==> src/rtl/tlb_pkg.sv <==
package tlb_pkg;
  // Two ways per set; replacement state is a single bit naming the victim way.
  localparam int unsigned TLB_WAYS = 2;
  localparam int unsigned WAY_W    = 1;
  typedef logic [WAY_W-1:0] way_t;
endpackage

==> src/rtl/tlb_way_store.sv <==
module tlb_way_store #(
  parameter int unsigned SETS  = 16,
  parameter int unsigned TAG_W = 16,
  parameter int unsigned PTE_W = 32,
  localparam int unsigned IDX_W = $clog2(SETS)
) (
  input  logic             clk,
  input  logic             rst_n,
  input  logic [IDX_W-1:0] lk_idx,
  output logic             lk_valid,
  output logic [TAG_W-1:0] lk_tag,
  output logic [PTE_W-1:0] lk_pte,
  input  logic [IDX_W-1:0] fl_idx,
  output logic             fl_valid,
  output logic [TAG_W-1:0] fl_tag,
  input  logic [IDX_W-1:0] iv_idx,
  output logic             iv_valid,
  output logic [TAG_W-1:0] iv_tag,
  input  logic             wr_en,
  input  logic [IDX_W-1:0] wr_idx,
  input  logic [TAG_W-1:0] wr_tag,
  input  logic [PTE_W-1:0] wr_pte,
  input  logic             clr_en,
  input  logic [IDX_W-1:0] clr_idx,
  input  logic             clr_all
);
  logic [SETS-1:0] valid_q, valid_d;
  logic [TAG_W-1:0] tag_q [SETS];
  logic [PTE_W-1:0] pte_q [SETS];

  // A write to a set outranks a clear of the same set: the top only lets both
  // happen when the clear targets a different VPN than the one being written.
  always_comb begin
    valid_d = valid_q;
    for (int s = 0; s < SETS; s++) begin
      if (wr_en && (wr_idx == IDX_W'(s))) begin
        valid_d[s] = 1'b1;
      end else if (clr_all || (clr_en && (clr_idx == IDX_W'(s)))) begin
        valid_d[s] = 1'b0;
      end
    end
  end

  always_ff @(posedge clk or negedge rst_n) begin
    if (!rst_n) begin
      valid_q <= '0;
    end else begin
      valid_q <= valid_d;
    end
  end

  always_ff @(posedge clk) begin
    if (wr_en) begin
      tag_q[wr_idx] <= wr_tag;
      pte_q[wr_idx] <= wr_pte;
    end
  end

  assign lk_valid = valid_q[lk_idx];
  assign lk_tag   = tag_q[lk_idx];
  assign lk_pte   = pte_q[lk_idx];
  assign fl_valid = valid_q[fl_idx];
  assign fl_tag   = tag_q[fl_idx];
  assign iv_valid = valid_q[iv_idx];
  assign iv_tag   = tag_q[iv_idx];
endmodule

==> src/rtl/tlb_tag_match.sv <==
module tlb_tag_match
  import tlb_pkg::*;
#(
  parameter int unsigned WAYS  = TLB_WAYS,
  parameter int unsigned TAG_W = 16
) (
  input  logic [WAYS-1:0]            valid,
  input  logic [WAYS-1:0][TAG_W-1:0] tags,
  input  logic [TAG_W-1:0]           key,
  output logic [WAYS-1:0]            hit_vec,
  output logic                       hit,
  output way_t                       hit_way
);
  for (genvar w = 0; w < WAYS; w++) begin : g_cmp
    assign hit_vec[w] = valid[w] && (tags[w] == key);
  end

  assign hit = |hit_vec;

  always_comb begin
    hit_way = '0;
    for (int w = WAYS - 1; w >= 0; w--) begin
      if (hit_vec[w]) hit_way = way_t'(w);
    end
  end
endmodule

==> src/rtl/tlb_lru.sv <==
module tlb_lru
  import tlb_pkg::*;
#(
  parameter int unsigned SETS = 16,
  localparam int unsigned IDX_W = $clog2(SETS)
) (
  input  logic             clk,
  input  logic             rst_n,
  input  logic             touch_en,
  input  logic [IDX_W-1:0] touch_idx,
  input  way_t             touch_way,
  input  logic             fill_en,
  input  logic [IDX_W-1:0] fill_idx,
  input  way_t             fill_way,
  input  logic [IDX_W-1:0] query_idx,
  output way_t             victim
);
  // Each bit names the way to evict next in its set.
  logic [SETS-1:0] vict_q, vict_d;

  always_comb begin
    vict_d = vict_q;
    if (touch_en) vict_d[touch_idx] = ~touch_way;
    if (fill_en)  vict_d[fill_idx]  = ~fill_way;
  end

  always_ff @(posedge clk or negedge rst_n) begin
    if (!rst_n) begin
      vict_q <= '0;
    end else begin
      vict_q <= vict_d;
    end
  end

  assign victim = vict_q[query_idx];
endmodule

==> src/rtl/tlb_cache.sv <==
module tlb_cache
  import tlb_pkg::*;
#(
  parameter int unsigned VPN_W = 20,
  parameter int unsigned PTE_W = 32,
  parameter int unsigned SETS  = 16
) (
  input  logic             clk,
  input  logic             rst_n,
  input  logic             lk_req,
  input  logic [VPN_W-1:0] lk_vpn,
  input  logic             fill_en,
  input  logic [VPN_W-1:0] fill_vpn,
  input  logic [PTE_W-1:0] fill_pte,
  input  logic             inv_one,
  input  logic [VPN_W-1:0] inv_vpn,
  input  logic             inv_all,
  output logic             rsp_valid,
  output logic             rsp_hit,
  output logic [PTE_W-1:0] rsp_pte
);
  localparam int unsigned WAYS  = TLB_WAYS;
  localparam int unsigned IDX_W = $clog2(SETS);
  localparam int unsigned TAG_W = VPN_W - IDX_W;

  // Key split: no offset field, index below tag.
  logic [IDX_W-1:0] lk_idx, fl_idx, iv_idx;
  logic [TAG_W-1:0] lk_tag, fl_tag, iv_tag;
  assign lk_idx = lk_vpn[IDX_W-1:0];
  assign lk_tag = lk_vpn[VPN_W-1:IDX_W];
  assign fl_idx = fill_vpn[IDX_W-1:0];
  assign fl_tag = fill_vpn[VPN_W-1:IDX_W];
  assign iv_idx = inv_vpn[IDX_W-1:0];
  assign iv_tag = inv_vpn[VPN_W-1:IDX_W];

  logic [WAYS-1:0]            lk_valid_w, fl_valid_w, iv_valid_w;
  logic [WAYS-1:0][TAG_W-1:0] lk_tag_w, fl_tag_w, iv_tag_w;
  logic [WAYS-1:0][PTE_W-1:0] lk_pte_w;
  logic [WAYS-1:0]            wr_en_w, clr_en_w;

  logic [WAYS-1:0] lk_hit_vec, fl_hit_vec, iv_hit_vec;
  logic            lk_hit, fl_hit, iv_hit;
  way_t            lk_way, fl_way, iv_way;

  // An invalidate covering the fill's VPN suppresses the fill.
  logic fill_ok;
  assign fill_ok = fill_en && !inv_all && !(inv_one && (inv_vpn == fill_vpn));

  way_t lru_victim, fill_way;
  logic any_free;
  way_t free_way;

  always_comb begin
    any_free = 1'b0;
    free_way = '0;
    for (int w = WAYS - 1; w >= 0; w--) begin
      if (!fl_valid_w[w]) begin
        any_free = 1'b1;
        free_way = way_t'(w);
      end
    end
  end

  // Priority: same VPN in place, then a free way, then the LRU victim.
  always_comb begin
    if (fl_hit)        fill_way = fl_way;
    else if (any_free) fill_way = free_way;
    else               fill_way = lru_victim;
  end

  for (genvar w = 0; w < WAYS; w++) begin : g_way
    assign wr_en_w[w]  = fill_ok && (fill_way == way_t'(w));
    assign clr_en_w[w] = inv_one && iv_hit_vec[w];

    tlb_way_store #(
      .SETS  (SETS),
      .TAG_W (TAG_W),
      .PTE_W (PTE_W)
    ) u_store (
      .clk      (clk),
      .rst_n    (rst_n),
      .lk_idx   (lk_idx),
      .lk_valid (lk_valid_w[w]),
      .lk_tag   (lk_tag_w[w]),
      .lk_pte   (lk_pte_w[w]),
      .fl_idx   (fl_idx),
      .fl_valid (fl_valid_w[w]),
      .fl_tag   (fl_tag_w[w]),
      .iv_idx   (iv_idx),
      .iv_valid (iv_valid_w[w]),
      .iv_tag   (iv_tag_w[w]),
      .wr_en    (wr_en_w[w]),
      .wr_idx   (fl_idx),
      .wr_tag   (fl_tag),
      .wr_pte   (fill_pte),
      .clr_en   (clr_en_w[w]),
      .clr_idx  (iv_idx),
      .clr_all  (inv_all)
    );
  end

  tlb_tag_match #(.WAYS(WAYS), .TAG_W(TAG_W)) u_lk_match (
    .valid   (lk_valid_w),
    .tags    (lk_tag_w),
    .key     (lk_tag),
    .hit_vec (lk_hit_vec),
    .hit     (lk_hit),
    .hit_way (lk_way)
  );

  tlb_tag_match #(.WAYS(WAYS), .TAG_W(TAG_W)) u_fl_match (
    .valid   (fl_valid_w),
    .tags    (fl_tag_w),
    .key     (fl_tag),
    .hit_vec (fl_hit_vec),
    .hit     (fl_hit),
    .hit_way (fl_way)
  );

  tlb_tag_match #(.WAYS(WAYS), .TAG_W(TAG_W)) u_iv_match (
    .valid   (iv_valid_w),
    .tags    (iv_tag_w),
    .key     (iv_tag),
    .hit_vec (iv_hit_vec),
    .hit     (iv_hit),
    .hit_way (iv_way)
  );

  tlb_lru #(.SETS(SETS)) u_lru (
    .clk       (clk),
    .rst_n     (rst_n),
    .touch_en  (lk_req && lk_hit),
    .touch_idx (lk_idx),
    .touch_way (lk_way),
    .fill_en   (fill_ok),
    .fill_idx  (fl_idx),
    .fill_way  (fill_way),
    .query_idx (fl_idx),
    .victim    (lru_victim)
  );

  // Response stage.
  logic [PTE_W-1:0] pte_sel;
  logic             rsp_valid_d, rsp_hit_d;
  logic [PTE_W-1:0] rsp_pte_d;

  always_comb begin
    pte_sel = '0;
    for (int w = 0; w < WAYS; w++) begin
      if (lk_hit_vec[w]) pte_sel = pte_sel | lk_pte_w[w];
    end
  end

  always_comb begin
    rsp_valid_d = lk_req;
    rsp_hit_d   = lk_req && lk_hit;
    rsp_pte_d   = (lk_req && lk_hit) ? pte_sel : '0;
  end

  always_ff @(posedge clk or negedge rst_n) begin
    if (!rst_n) begin
      rsp_valid <= 1'b0;
      rsp_hit   <= 1'b0;
      rsp_pte   <= '0;
    end else begin
      rsp_valid <= rsp_valid_d;
      rsp_hit   <= rsp_hit_d;
      rsp_pte   <= rsp_pte_d;
    end
  end
endmodule

==> config.mk <==
export PLATFORM = sky130hd
export DESIGN_NAME = tlb_cache
export DESIGN_NICKNAME = d
export VERILOG_FILES = /design/src/rtl/tlb_pkg.sv /design/src/rtl/tlb_way_store.sv /design/src/rtl/tlb_tag_match.sv /design/src/rtl/tlb_lru.sv /design/src/rtl/tlb_cache.sv
export SDC_FILE = /design/constraint.sdc
export NUM_CORES = 2
export LEC_CHECK = 0
export BUFFER_PORTS_ARGS = -buffer_cell sky130_fd_sc_hd__buf_2
export CORE_MARGIN = 3
export CORE_UTILIZATION = 61
export DETAILED_ROUTE_END_ITERATION = 8
export GPL_TIMING_DRIVEN = 0
export HOLD_SLACK_MARGIN = 0.08
export PLACE_DENSITY = 0.78
export SETUP_SLACK_MARGIN = 0.05
export SLEW_MARGIN = 20
export SYNTH_ARGS = -nofsm -noshare
export SYNTH_HDL_FRONTEND = slang
export SYNTH_SLANG_ARGS = --single-unit
==> constraint.sdc <==
create_clock -name clk -period 5.9 [get_ports clk]
set_clock_uncertainty 0.15 [all_clocks]
set_input_delay 1.18 -clock clk [delete_from_list [all_inputs] [get_ports clk]]
set_output_delay 1.18 -clock clk [all_outputs]
set_load 0.02 [all_outputs]
==> out/qor.csv <==
metric;value;unit
Clock Tree Buf Depth;3;
Die H;350;um
failing checks;negative setup slack;
Worst Hold Class;in -> reg;
Fin. Hold Viols;0;
Max Fclk;164;MHz
DP HPWL;159;mm
Synth async-reset ratio;5.07;%
fill count;6725;
final critical-path setup slack;-0.208;ns
GPL Wtd Cong;1.06;
Worst path max stage delay;0.67;ns
Synthesized Nets;3530;
final net count;3905;
largest net degree at the start of global routing;62;
CP Launch Type;input pin;
Synth warnings;0;
commonest cells after routing, fill and taps aside;1536 x edfxtp_1, 766 x mux4_2, 200 x buf_2;
endpoints failing setup;300;
# port buffers;117;
CP Max Fanout;11;
EDFF count, synth;1536;
slowest CP cell;nand2_1;
cells on worst reg2reg path;12;
Distinct cells, synth;69;
Hold Crit Start;lk_req;
Sequential Area;48200;um^2
share of cells above drive strength 1;37.3;%
Worst VDD drop;407;uV
MaxCap Viol Count;0;
DR pass1 iterations;6;
Final period util;104;%
Die X-Extent;350;um
Starting Density;61.8;%
CTS tree;built;
Placement Setup Slack;-2.23;ns
Critical Path RT;6.37;ns
r2r setup slk;0.78;ns
Area growth syn-to-layout;14.1;%
PwrDens;307;nW/um^2
Main synth FF type;edfxtp_1;
syn_area_per_cell;21.0;um^2
CTS Root Cell;clkbuf_16;
Fin Hold WS;0.355;ns
clk_lat worst skew;0.81;ns
total track usage;42.4;%
initial drt markers;7584;
row cnt;125;
normalized max-slew margin;9.56;%
CTS Sinks;1618;
overall power;25.3;mW
Critical Setup Path Class;in -> reg;
Slew Limit Fails;0;
Seq/Total Area, Yosys;66.7;%
IO Pins;132;
Core Region;117000;um^2
H-tree depth;4;
drt drc;0;
hold depth;1;
Via density;7.98;
first-pass GRT wire length;349;mm
gr ovfl total;0;
Leak;26.6;nW
Hold Path End;rsp_valid;
initial antenna violation count;9;
Setup crit end kind;register;
RSZ-0062 raised after global routing;yes;
min Tclk post-route;6.11;ns
routed length per instance;46.3;um
setup TNS;-19.60;ns
synthesized instance count;3432;
DRT antenna net count;0;
outcome;finished with violations;
Num CTS Buffers;161;
die area;123000;um^2
clock-pin slew on the worst setup and hold paths;0.06;ns
vias in the first global route;43400;
Total Wirelength;254;mm
Crit Reg-Reg Startpoint;g_way[0].u_store.tag_q[15][13];
multi-input logic area;23100;um^2
critical path arrival;6.58;ns
worst r2r dst;g_way[1].u_store.pte_q[11][13];
worst-margin pin slew;1.36;ns
Synth Register Bits;1618;
most common cell after layout, fill and taps aside;edfxtp_1;
via count;43700;
area of the mapped netlist;72200;um^2
sequence of cells on the critical path;buf_4 -> buf_4 -> buf_2 -> nand2_1 -> o22ai_1 -> nor4_1 -> o31a_1 -> nor4_1 -> and4_1 -> buf_2 -> clkbuf_1 -> nand3_1 -> a21boi_0;
-- how the worst max path moves through the flow --
stage	from	to	slack [ns]	cells past startpoint
finish	lk_vpn[1]	rsp_pte[21]	-0.21	13
CTS	fill_vpn[0]	g_way[1].u_store.pte_q[0][9]	0.06	16
global placement	fill_vpn[3]	g_way[1].u_store.tag_q[4][5]	-6.05	13
detailed placement	fill_vpn[3]	g_way[0].u_store.tag_q[10][9]	-2.23	15
global route	lk_vpn[1]	rsp_pte[21]	-0.003	13
floorplan	fill_vpn[1]	g_way[1].u_store.pte_q[0][0]	-0.27	11
-- synth_stat cells, drive strengths merged, types with 13 or more instances --
cell,instances,area share (%)
a22oi,14,0.15
mux4,766,24
nor3,22,0.17
dfrtp,82,2.8
nand4,16,0.14
or3,13,0.11
buf,144,1.1
nand3,88,0.61
xor2,35,0.42
xnor2,83,1.0
mux2i,92,1.3
o22ai,14,0.12
a31o,27,0.33
o31ai,14,0.15
inv,22,0.11
a31oi,16,0.14
mux2,16,0.25
clkbuf,101,0.53
a21boi,33,0.34
nor2,44,0.23
nor2b,15,0.13
nand2,52,0.27
edfxtp,1536,64
nand2b,49,0.42
-- metal layers --
metal / vias up / track usage [%] / part of all wire (%)
li1: 15600 / - / -
met1: 22400 / 53.3 / 31
met2: 4612 / 62.5 / 45
met3: 1158 / 15.2 / 15
met4: 6 / 29.3 / 8.8
met5: - / 0 / 0.055
-- flip-flops by register name, summed over array words and instances, names as in the netlist --
name / flops
g_way.u_store.valid_q: 32
u_lru.vict_q: 16
rsp_pte: 32
rsp_valid: 1
g_way.u_store.pte_q: 1024
g_way.u_store.tag_q: 512
rsp_hit: 1
-- power breakdown --
part | switching (mW) | total (mW) | internal (mW)
sequential | 0.0386 | 12.7 | 12.6
clock | 4.59 | 10.5 | 5.94
combinational | 1.31 | 2.10 | 0.793
total | 5.94 | 25.3 | 19.4
-- critical path: cells and delay by family --
family	cells	cell delay, ns
AOI/OAI and AO/OA	3	1.22
and+or+nand+nor	5	1.85
buffers and inverters	5	2.24
-- repair_timing --
item	4_1_cts	5_1_grt
resized for setup	35	26
endpoints found under the setup margin	1617	1329
hold buffers	1	0
setup buffers	13	6
endpoints found under the hold margin	5	0
gates cloned	3	0
pin swaps	6	6
-- kinds of logic (layout without fill, tap and decap cells) --
logic type	after synthesis	after routing	synth area share, %
AO/OA/AOI/OAI	210	210	2.24
multiplexers	874	874	25.4
flip-flops	1618	1618	66.7
AND/OR/NAND/NOR	345	348	2.53
XOR/XNOR	118	118	1.43
buffers and inverters	267	778	1.71
other	0	9	0
-- metrics by stage --
stage,utilization [%],instance area (um^2),instances
floorplan,-,72300,3432
global placement,64.0,74700,5073
detailed placement,65.5,76600,5143
CTS,70.4,82300,5462
global route,70.6,82400,5471
finish,70.6,82500,5479
-- layout make-up --
cell class,count,share of cell area [%]
clock inverters,97,1.25
well taps,1524,2.31
flip-flops and latches,1618,58.4
multi-input cells,1550,28.0
plain buffers,245,1.60
repair buffers,209,3.02
clock buffers,205,5.28
diodes,9,0.0273
inverters,22,0.115
No activity file was read; power rests on OpenSTA's default activity.
